**src/rtl/pll_ctl_pkg.sv**
```systemverilog
package pll_ctl_pkg;

    localparam int DATA_W = 8;

    // register addresses; software depends on these
    localparam int ADR_CTRL  = 0;
    localparam int ADR_TRACK = 1;
    localparam int ADR_RANGE = 2;
    localparam int ADR_DIV   = 3;

    // bit positions inside the control and tracking registers
    localparam int CTL_IE_BIT   = 7;
    localparam int CTL_FLAG_BIT = 6;
    localparam int CTL_ON_BIT   = 5;
    localparam int CTL_VCO_BIT  = 4;
    localparam int TRK_AUTO_BIT = 7;

    typedef struct packed {
        logic irq_en;
        logic loop_en;
        logic vco_sel;
        logic auto_en;
    } ctl_bits_t;

endpackage

```
**src/rtl/pll_lock_detect.sv**
```systemverilog
module pll_lock_detect #(
    parameter int SYNC_STAGES = 2
) (
    input  logic clk,
    input  logic rst_n,
    input  logic lock_i,
    output logic edge_o
);
    localparam int MSB = SYNC_STAGES - 1;

    logic [SYNC_STAGES-1:0] sync_d, sync_q;
    logic                   prev_d, prev_q;

    always_comb begin
        sync_d[0] = lock_i;
        for (int i = 1; i < SYNC_STAGES; i++) begin
            sync_d[i] = sync_q[i-1];
        end
        prev_d = sync_q[MSB];
    end

    always_ff @(posedge clk or negedge rst_n) begin
        if (!rst_n) begin
            sync_q <= '0;
            prev_q <= 1'b0;
        end else begin
            sync_q <= sync_d;
            prev_q <= prev_d;
        end
    end

    assign edge_o = sync_q[MSB] ^ prev_q;

endmodule

```
**src/rtl/pll_lock_flag.sv**
```systemverilog
module pll_lock_flag (
    input  logic clk,
    input  logic rst_n,
    input  logic edge_i,
    input  logic auto_i,
    input  logic clr_i,
    input  logic irq_en_i,
    output logic flag_o,
    output logic irq_o
);
    logic flag_d, flag_q;
    logic set_w;

    always_comb begin
        set_w  = edge_i & auto_i;
        // a new edge wins over a clearing read in the same cycle
        flag_d = set_w | (flag_q & ~clr_i);
    end

    always_ff @(posedge clk or negedge rst_n) begin
        if (!rst_n) flag_q <= 1'b0;
        else        flag_q <= flag_d;
    end

    assign flag_o = flag_q;
    assign irq_o  = flag_q & irq_en_i;

    AST_FLAG_SETS_ON_EDGE: assert property (@(posedge clk) disable iff (!rst_n)
        (edge_i && auto_i) |=> flag_q);

    AST_FLAG_QUIET_NO_AUTO: assert property (@(posedge clk) disable iff (!rst_n)
        (!auto_i && !flag_q) |=> !flag_q);

    AST_FLAG_CLEARED_BY_READ: assert property (@(posedge clk) disable iff (!rst_n)
        (clr_i && !(edge_i && auto_i)) |=> !flag_q);

endmodule

```
**src/rtl/pll_cfg_regs.sv**
```systemverilog
module pll_cfg_regs
    import pll_ctl_pkg::*;
#(
    parameter int ADDR_W    = 4,
    parameter int RANGE_W   = 8,
    parameter int DIV_W     = 4,
    parameter int RANGE_RST = 64,
    parameter int DIV_RST   = 1
) (
    input  logic                clk,
    input  logic                rst_n,
    input  logic [ADDR_W-1:0]   addr_i,
    input  logic [DATA_W-1:0]   wdata_i,
    input  logic                wr_en_i,
    input  logic                rd_en_i,
    input  logic                flag_i,
    output logic [DATA_W-1:0]   rdata_o,
    output logic                clr_flag_o,
    output ctl_bits_t           ctl_o,
    output logic [RANGE_W-1:0]  range_o,
    output logic [DIV_W-1:0]    div_o
);
    typedef struct packed {
        ctl_bits_t          ctl;
        logic [RANGE_W-1:0] range;
        logic [DIV_W-1:0]   div;
    } regs_t;

    regs_t regs_d, regs_q;
    logic  hit_ctrl, hit_track, hit_range, hit_div;

    always_comb begin
        hit_ctrl  = (addr_i == ADDR_W'(ADR_CTRL));
        hit_track = (addr_i == ADDR_W'(ADR_TRACK));
        hit_range = (addr_i == ADDR_W'(ADR_RANGE));
        hit_div   = (addr_i == ADDR_W'(ADR_DIV));
    end

    // next-state: writes gated by the loop-state interlocks
    always_comb begin
        regs_d = regs_q;
        if (wr_en_i) begin
            if (hit_ctrl) begin
                regs_d.ctl.irq_en  = wdata_i[CTL_IE_BIT];
                regs_d.ctl.loop_en = wdata_i[CTL_ON_BIT];
                if (!wdata_i[CTL_VCO_BIT]) begin
                    regs_d.ctl.vco_sel = 1'b0;
                end else if (regs_q.range != '0) begin
                    regs_d.ctl.vco_sel = 1'b1;
                end
            end
            if (hit_track) begin
                regs_d.ctl.auto_en = wdata_i[TRK_AUTO_BIT];
            end
            if (hit_range && !regs_q.ctl.loop_en) begin
                regs_d.range = wdata_i[RANGE_W-1:0];
            end
            if (hit_div && !regs_q.ctl.loop_en) begin
                regs_d.div = wdata_i[DIV_W-1:0];
            end
        end
    end

    always_ff @(posedge clk or negedge rst_n) begin
        if (!rst_n) begin
            regs_q       <= '0;
            regs_q.range <= RANGE_W'(RANGE_RST);
            regs_q.div   <= DIV_W'(DIV_RST);
        end else begin
            regs_q <= regs_d;
        end
    end

    // read return path
    always_comb begin
        rdata_o = '0;
        if (hit_ctrl) begin
            rdata_o[CTL_IE_BIT]   = regs_q.ctl.irq_en;
            rdata_o[CTL_FLAG_BIT] = flag_i;
            rdata_o[CTL_ON_BIT]   = regs_q.ctl.loop_en;
            rdata_o[CTL_VCO_BIT]  = regs_q.ctl.vco_sel;
        end else if (hit_track) begin
            rdata_o[TRK_AUTO_BIT] = regs_q.ctl.auto_en;
        end else if (hit_range) begin
            rdata_o[RANGE_W-1:0] = regs_q.range;
        end else if (hit_div) begin
            rdata_o[DIV_W-1:0] = regs_q.div;
        end
    end

    assign clr_flag_o = rd_en_i & hit_ctrl;
    assign ctl_o      = regs_q.ctl;
    assign range_o    = regs_q.range;
    assign div_o      = regs_q.div;

    AST_DIV_FROZEN_WHILE_ON: assert property (@(posedge clk) disable iff (!rst_n)
        regs_q.ctl.loop_en |=> $stable(regs_q.div));

    AST_RANGE_FROZEN_WHILE_ON: assert property (@(posedge clk) disable iff (!rst_n)
        regs_q.ctl.loop_en |=> $stable(regs_q.range));

    AST_VCO_NEEDS_RANGE: assert property (@(posedge clk) disable iff (!rst_n)
        (!regs_q.ctl.vco_sel && regs_q.range == '0) |=> !regs_q.ctl.vco_sel);

endmodule

```
**src/rtl/pll_ctl_regs.sv**
```systemverilog
module pll_ctl_regs
    import pll_ctl_pkg::*;
#(
    parameter int ADDR_W      = 4,
    parameter int RANGE_W     = 8,
    parameter int DIV_W       = 4,
    parameter int RANGE_RST   = 64,
    parameter int DIV_RST     = 1,
    parameter int SYNC_STAGES = 2
) (
    input  logic               clk,
    input  logic               rst_n,
    input  logic [ADDR_W-1:0]  addr_i,
    input  logic [7:0]         wdata_i,
    input  logic               wr_en_i,
    input  logic               rd_en_i,
    output logic [7:0]         rdata_o,
    input  logic               lock_i,
    output logic               irq_o,
    output logic               loop_en_o,
    output logic               vco_sel_o,
    output logic [RANGE_W-1:0] range_o,
    output logic [DIV_W-1:0]   refdiv_o
);
    ctl_bits_t ctl_w;
    logic      edge_w;
    logic      flag_w;
    logic      clr_w;

    pll_lock_detect #(
        .SYNC_STAGES (SYNC_STAGES)
    ) i_lock_detect (
        .clk    (clk),
        .rst_n  (rst_n),
        .lock_i (lock_i),
        .edge_o (edge_w)
    );

    pll_lock_flag i_lock_flag (
        .clk      (clk),
        .rst_n    (rst_n),
        .edge_i   (edge_w),
        .auto_i   (ctl_w.auto_en),
        .clr_i    (clr_w),
        .irq_en_i (ctl_w.irq_en),
        .flag_o   (flag_w),
        .irq_o    (irq_o)
    );

    pll_cfg_regs #(
        .ADDR_W    (ADDR_W),
        .RANGE_W   (RANGE_W),
        .DIV_W     (DIV_W),
        .RANGE_RST (RANGE_RST),
        .DIV_RST   (DIV_RST)
    ) i_cfg_regs (
        .clk        (clk),
        .rst_n      (rst_n),
        .addr_i     (addr_i),
        .wdata_i    (wdata_i),
        .wr_en_i    (wr_en_i),
        .rd_en_i    (rd_en_i),
        .flag_i     (flag_w),
        .rdata_o    (rdata_o),
        .clr_flag_o (clr_w),
        .ctl_o      (ctl_w),
        .range_o    (range_o),
        .div_o      (refdiv_o)
    );

    assign loop_en_o = ctl_w.loop_en;
    assign vco_sel_o = ctl_w.vco_sel;

    AST_IRQ_NEEDS_ENABLE: assert property (@(posedge clk) disable iff (!rst_n)
        (!ctl_w.irq_en) |-> !irq_o);

endmodule

```
**config.mk**
```make
export PLATFORM = sky130hd
export DESIGN_NAME = pll_ctl_regs
export DESIGN_NICKNAME = d
export VERILOG_FILES = /design/src/rtl/pll_ctl_pkg.sv /design/src/rtl/pll_lock_detect.sv /design/src/rtl/pll_lock_flag.sv /design/src/rtl/pll_cfg_regs.sv /design/src/rtl/pll_ctl_regs.sv
export SDC_FILE = /design/constraint.sdc
export NUM_CORES = 1
export LEC_CHECK = 0
export ABC_CLOCK_PERIOD_IN_PS = 2400
export CAP_MARGIN = 20
export CORE_MARGIN = 5
export CORE_UTILIZATION = 41
export CTS_CLUSTER_DIAMETER = 200
export CTS_CLUSTER_SIZE = 24
export DETAILED_ROUTE_END_ITERATION = 8
export DONT_BUFFER_PORTS = 1
export GPL_TIMING_DRIVEN = 0
export REMOVE_ABC_BUFFERS = 1
export SYNTH_ARGS = -nofsm -noshare
export SYNTH_HDL_FRONTEND = slang
export SYNTH_SLANG_ARGS = --single-unit
```
**constraint.sdc**
```tcl
create_clock -name clk -period 2.4 [get_ports clk]
set_input_delay 0.48 -clock clk [delete_from_list [all_inputs] [get_ports clk]]
set_output_delay 0.48 -clock clk [all_outputs]
set_load 0.02 [all_outputs]
```
======== Yosys cells after proc, flatten, opt, wreduce, memory -nomap -nowiden ========
Index checks and enable logic that the tools add are counted.
storage, ports and cells
  flip-flop bits (word level) ............. 20
  logic and storage cells ................. 39
cells by class
  equal/unequal tests ..................... 4
  multiplexer cells ....................... 9
  bitwise operators ....................... 7
  reduce and logical (&&, ||, !) cells .... 10
operators with widths
  cell                count
  $mux 4              5
  $eq 4x2->1 const B  2
  $reduce_and 2->1    4
  $reduce_bool 8->1   1
  $mux 7              1
  $and 1x1->1         4
  $eq 4x1->1 const B  1
  $logic_not 4->1     1
  $mux 1              3
  $reduce_and 3->1    1
  $logic_and 1x1->1   2
  $ne 2x1->1 const B  1
  $logic_not 1->1     1
  $not 1->1           1
  $or 1x1->1          1
  $xor 1x1->1         1

======== Depth between registers and ports, before layout ========
  depth after elaboration ................. 5
  depth in mapped cells ................... 4
  depth with buffers taken out ............ 3

======== By module ========
Synthesis repeated with hierarchy kept, for this count alone.
unflattened totals
  cell total of the unflattened synthesis .. 77
  area total of the unflattened synthesis .. 964.7 sq um
modules (own cells, without submodules)
  module           instances  cells an instance  area an instance (sq um)
  pll_cfg_regs     1          68                 832.0
  pll_lock_detect  1          4                  83.8
  pll_lock_flag    1          5                  48.8

======== Worst setup path after synthesis ========
No wires, ideal clock.
  kind .................................... input to output
  start ................................... input port addr_i[0]
  end ..................................... output port rdata_o[4]
  data arrival time ....................... 1.366 ns
  required time ........................... 1.920 ns
  slack ................................... 0.554 ns
  stages on the path ...................... 3
  cells stage by stage .................... buf_2 > or3_1 > nor2_1
between the ends
  word-level cells in the longest chain between the ends .. 4
ends and longest elaborated chain
  element      RTL line            RTL
  from (decl)  pll_ctl_regs.sv:13  input logic [ADDR_W-1:0] addr_i,
  $eq 4x2->1   pll_cfg_regs.sv:35  hit_range = (addr_i == ADDR_W'(ADR_RANGE));
  $mux 4       pll_cfg_regs.sv:84  end else if (hit_range) begin
  $mux 7       pll_cfg_regs.sv:82  end else if (hit_track) begin
  $mux 4 (*)   pll_cfg_regs.sv:77  if (hit_ctrl) begin
  to (decl)    pll_ctl_regs.sv:17  output logic [7:0] rdata_o,
Every way passes the cells marked *; elsewhere a longest branch is shown, timed or not.

======== Final worst setup path ========
  start ................................... register i_cfg_regs.regs_q[10], in the netlist i_cfg_regs.range_o[6]
  end ..................................... output port rdata_o[6]
between the ends
  word-level cells in the longest chain between the ends .. 3
ends and longest elaborated chain
  element                 RTL line            RTL
  from (decl)             pll_cfg_regs.sv:29  regs_t regs_d, regs_q;
  from (signal assigned)  pll_cfg_regs.sv:70  regs_q <= regs_d;
  $mux 4                  pll_cfg_regs.sv:84
  $mux 7                  pll_cfg_regs.sv:82
  $mux 4                  pll_cfg_regs.sv:77
No other way between the ends.

==> results_dict.tcl <==
set metrics [dict create \
    finalClockSkew_ns 0.0121 \
    viasPerCell 5.70 \
    final_util_pct 46.0 \
    grt_pass1_wl_mm 3.19 \
    cpPeakStageDelay_ns 0.63 \
    finalHoldViolCount 0 \
    cp.required_ns 1.92 \
    cts_max_path_buffers 2 \
    cp-start-kind "register" \
    setup_tns_ns 0 \
    clock_latency_ns 0.29 \
    path_class "register to output pin" \
    grt_pass1_vias 599 \
    synth_cell_type_count 23 \
    synthesis.area_um2 953 \
    drc 0 \
    numCtsBuffers 3 \
    clk_pin_slew_ns 0.11 \
    synthArstFlopShare_pct 100 \
    ys.flop_type "dfrtp_1" \
    leakage_nw 0.438 \
    crit_chain "mux2i_1 > nor2_1" \
    area_growth_pct 6.82 \
    status "finished, final reports clean" \
    antenna_found_initial 0 \
    slew_violations 0 \
    first_pass_iters 4 \
    p_per_area_nw_per_um2 833 \
    cts_tree "built" \
    cap_violations 0 \
    setup_violations 0 \
    synth_warnings 0 \
    drive_gt1_share_pct 28.2 \
    end_kind "output pin" \
    cpMaxStageDelayCell "dfstp_2" \
    die_y_um 58.2 \
    drtAntennaViolNets 0 \
    routed_wl_mm 1.99 \
    synth_top_area_share_pct 47.2 \
    timing.slew.headroom_pct 48.3 \
    htree_levels 1 \
    die_area_um2 3390 \
    rows 17 \
    critPathArrivalTime_ns 1.32 \
    cts.sinks 20 \
    start_util_pct 43.1 \
    synth_edf_count 0 \
    port_buffers 0 \
    critical_path_peak_fanout 4 \
    diodes 0 \
    root_buffer "clkbuf_4" \
    hold_class "input port to register" \
    max_freq_mhz 554 \
    layout_commonest_cell "dfrtp_1" \
    io_pins 40 \
    ys_seq_area_share_pct 52.8 \
    fin_crit_ns 1.80 \
    vias 604 \
    synthCells 74 \
    synth.avg_cell_area_um2 12.9 \
    final_cell_mix "18 x dfrtp_1, 15 x mux2_2, 8 x nor2_1, 8 x mux2i_1, 3 x clkbuf_4" \
    fin_crit_sh_pct 75.2 \
    grt_max_degree 19 \
    nNetsFinal 96 \
    gp_congestion 0.746 \
    hpwlAfterDp_mm 1.54 \
    worst_pin_slew_ns 0.773 \
    grt.total_usage_pct 12.7 \
    ys_ff_latch 20 \
    die_x_um 58.2 \
    synthTopCellsByArea "dfrtp_1 47%, mux2_2 18%, mux2i_1 8.4%" \
    overflow 0 \
    coreArea_um2 2210 \
    rsz0062_at_grt "false" \
    first_iter_violations 11 \
    ir_drop_mv 0.429 \
    synth_top_cell_by_area "dfrtp_1" \
    wl_per_cell_um 18.8 \
]
==> kinds of logic (layout without fill, tap and decap cells) <==
group                  Yosys count  in the layout  synth area share (%)
buffers and inverters            3              7                  2.10
flip-flops                      20             20                  52.8
AO/OA/AOI/OAI                    4              4                  3.15
AND/OR/NAND/NOR                 23             23                  15.0
XOR/XNOR                         1              1                 0.919
multiplexers                    23             23                  26.1
==> worst max-delay path, delay by kind of cell (launching register included) <==
kind / cells / cell delay, ns
mux: 1 / 0.10
simple gates: 1 / 0.32
flops: 1 / 0.63
==> flip-flops by register name, indices dropped and copies added, names as in the netlist <==
name                  count
i_cfg_regs.range_o        8
i_cfg_regs.ctl_o          4
i_cfg_regs.div_o          4
i_lock_detect.sync_q      2
i_lock_detect.prev_q      1
i_lock_flag.flag_o        1
==> final timing paths <==
kind	startpoint	slack, ns	depth (start not counted)	to
worst max-delay path	i_cfg_regs.range_o[6]	0.60	2	rdata_o[6]
worst min-delay path	lock_i	0.20	0	i_lock_detect.sync_q[0]
worst max register to register	i_cfg_regs.ctl_o[2]	0.83	3	i_cfg_regs.range_o[1]
worst min register to register	i_lock_detect.sync_q[0]	0.36	0	i_lock_detect.sync_q[1]
max in group asynchronous	rst_n	1.21	1	i_cfg_regs.ctl_o[0]
min in group asynchronous	rst_n	0.63	1	i_cfg_regs.div_o[0]
==> metal layers <==
metal	up-vias	share of wire [%]	GRT usage [%]
met4	0	0.80	4.97
met1	307	42	16.6
li1	271	-	-
met2	24	47	18.1
met3	2	11	6.01
met5	-	0	0
==> where the power goes <==
part	total [mW]	internal (mW)	switching, mW
combinational	0.137	0.0787	0.0587
clock	0.158	0.0645	0.0931
sequential	0.553	0.411	0.142
==> synthesized netlist by cell type, types with 2 or more instances <==
| library cell | count |
|---|---|
| dfrtp_1 | 18 |
| mux2_2 | 15 |
| mux2i_1 | 8 |
| nor2_1 | 8 |
| and2_1 | 2 |
| dfstp_2 | 2 |
| nand2_1 | 2 |
| nand3_1 | 2 |
| nand3b_1 | 2 |
| or4_1 | 2 |
==> stage by stage <==
step | std cells | hold slack [ns] | setup WS, ns | power [mW] | area (um2)
2_1_floorplan | 72 | 0.184 | 0.730 | 0.655 | 937
3_3_place_gp | 100 | 0.185 | 0.639 | 0.686 | 972
3_5_place_dp | 100 | 0.185 | 0.641 | 0.692 | 972
4_1_cts | 105 | 0.0111 | 0.565 | 0.861 | 1010
5_1_grt | 106 | 0.165 | 0.504 | 0.901 | 1020
6_report | 106 | 0.201 | 0.595 | 0.848 | 1020
==> timing repair <==
item                       CTS  global route
setup endpoints to repair    0             0
hold endpoints to repair    18             2
hold buffers                 1             1
setup buffers                0             0
resized for setup            0             0
==> final cells by class <==
class                   instances  area [um2]
well taps                      28        35.0
clock buffers                   4        26.3
inverters                       1        3.75
repair buffers                  2        20.0
flip-flops and latches         20         503
multi-input cells              51         430
fillers                       224        1190
Power figures use the tool's default switching activity.
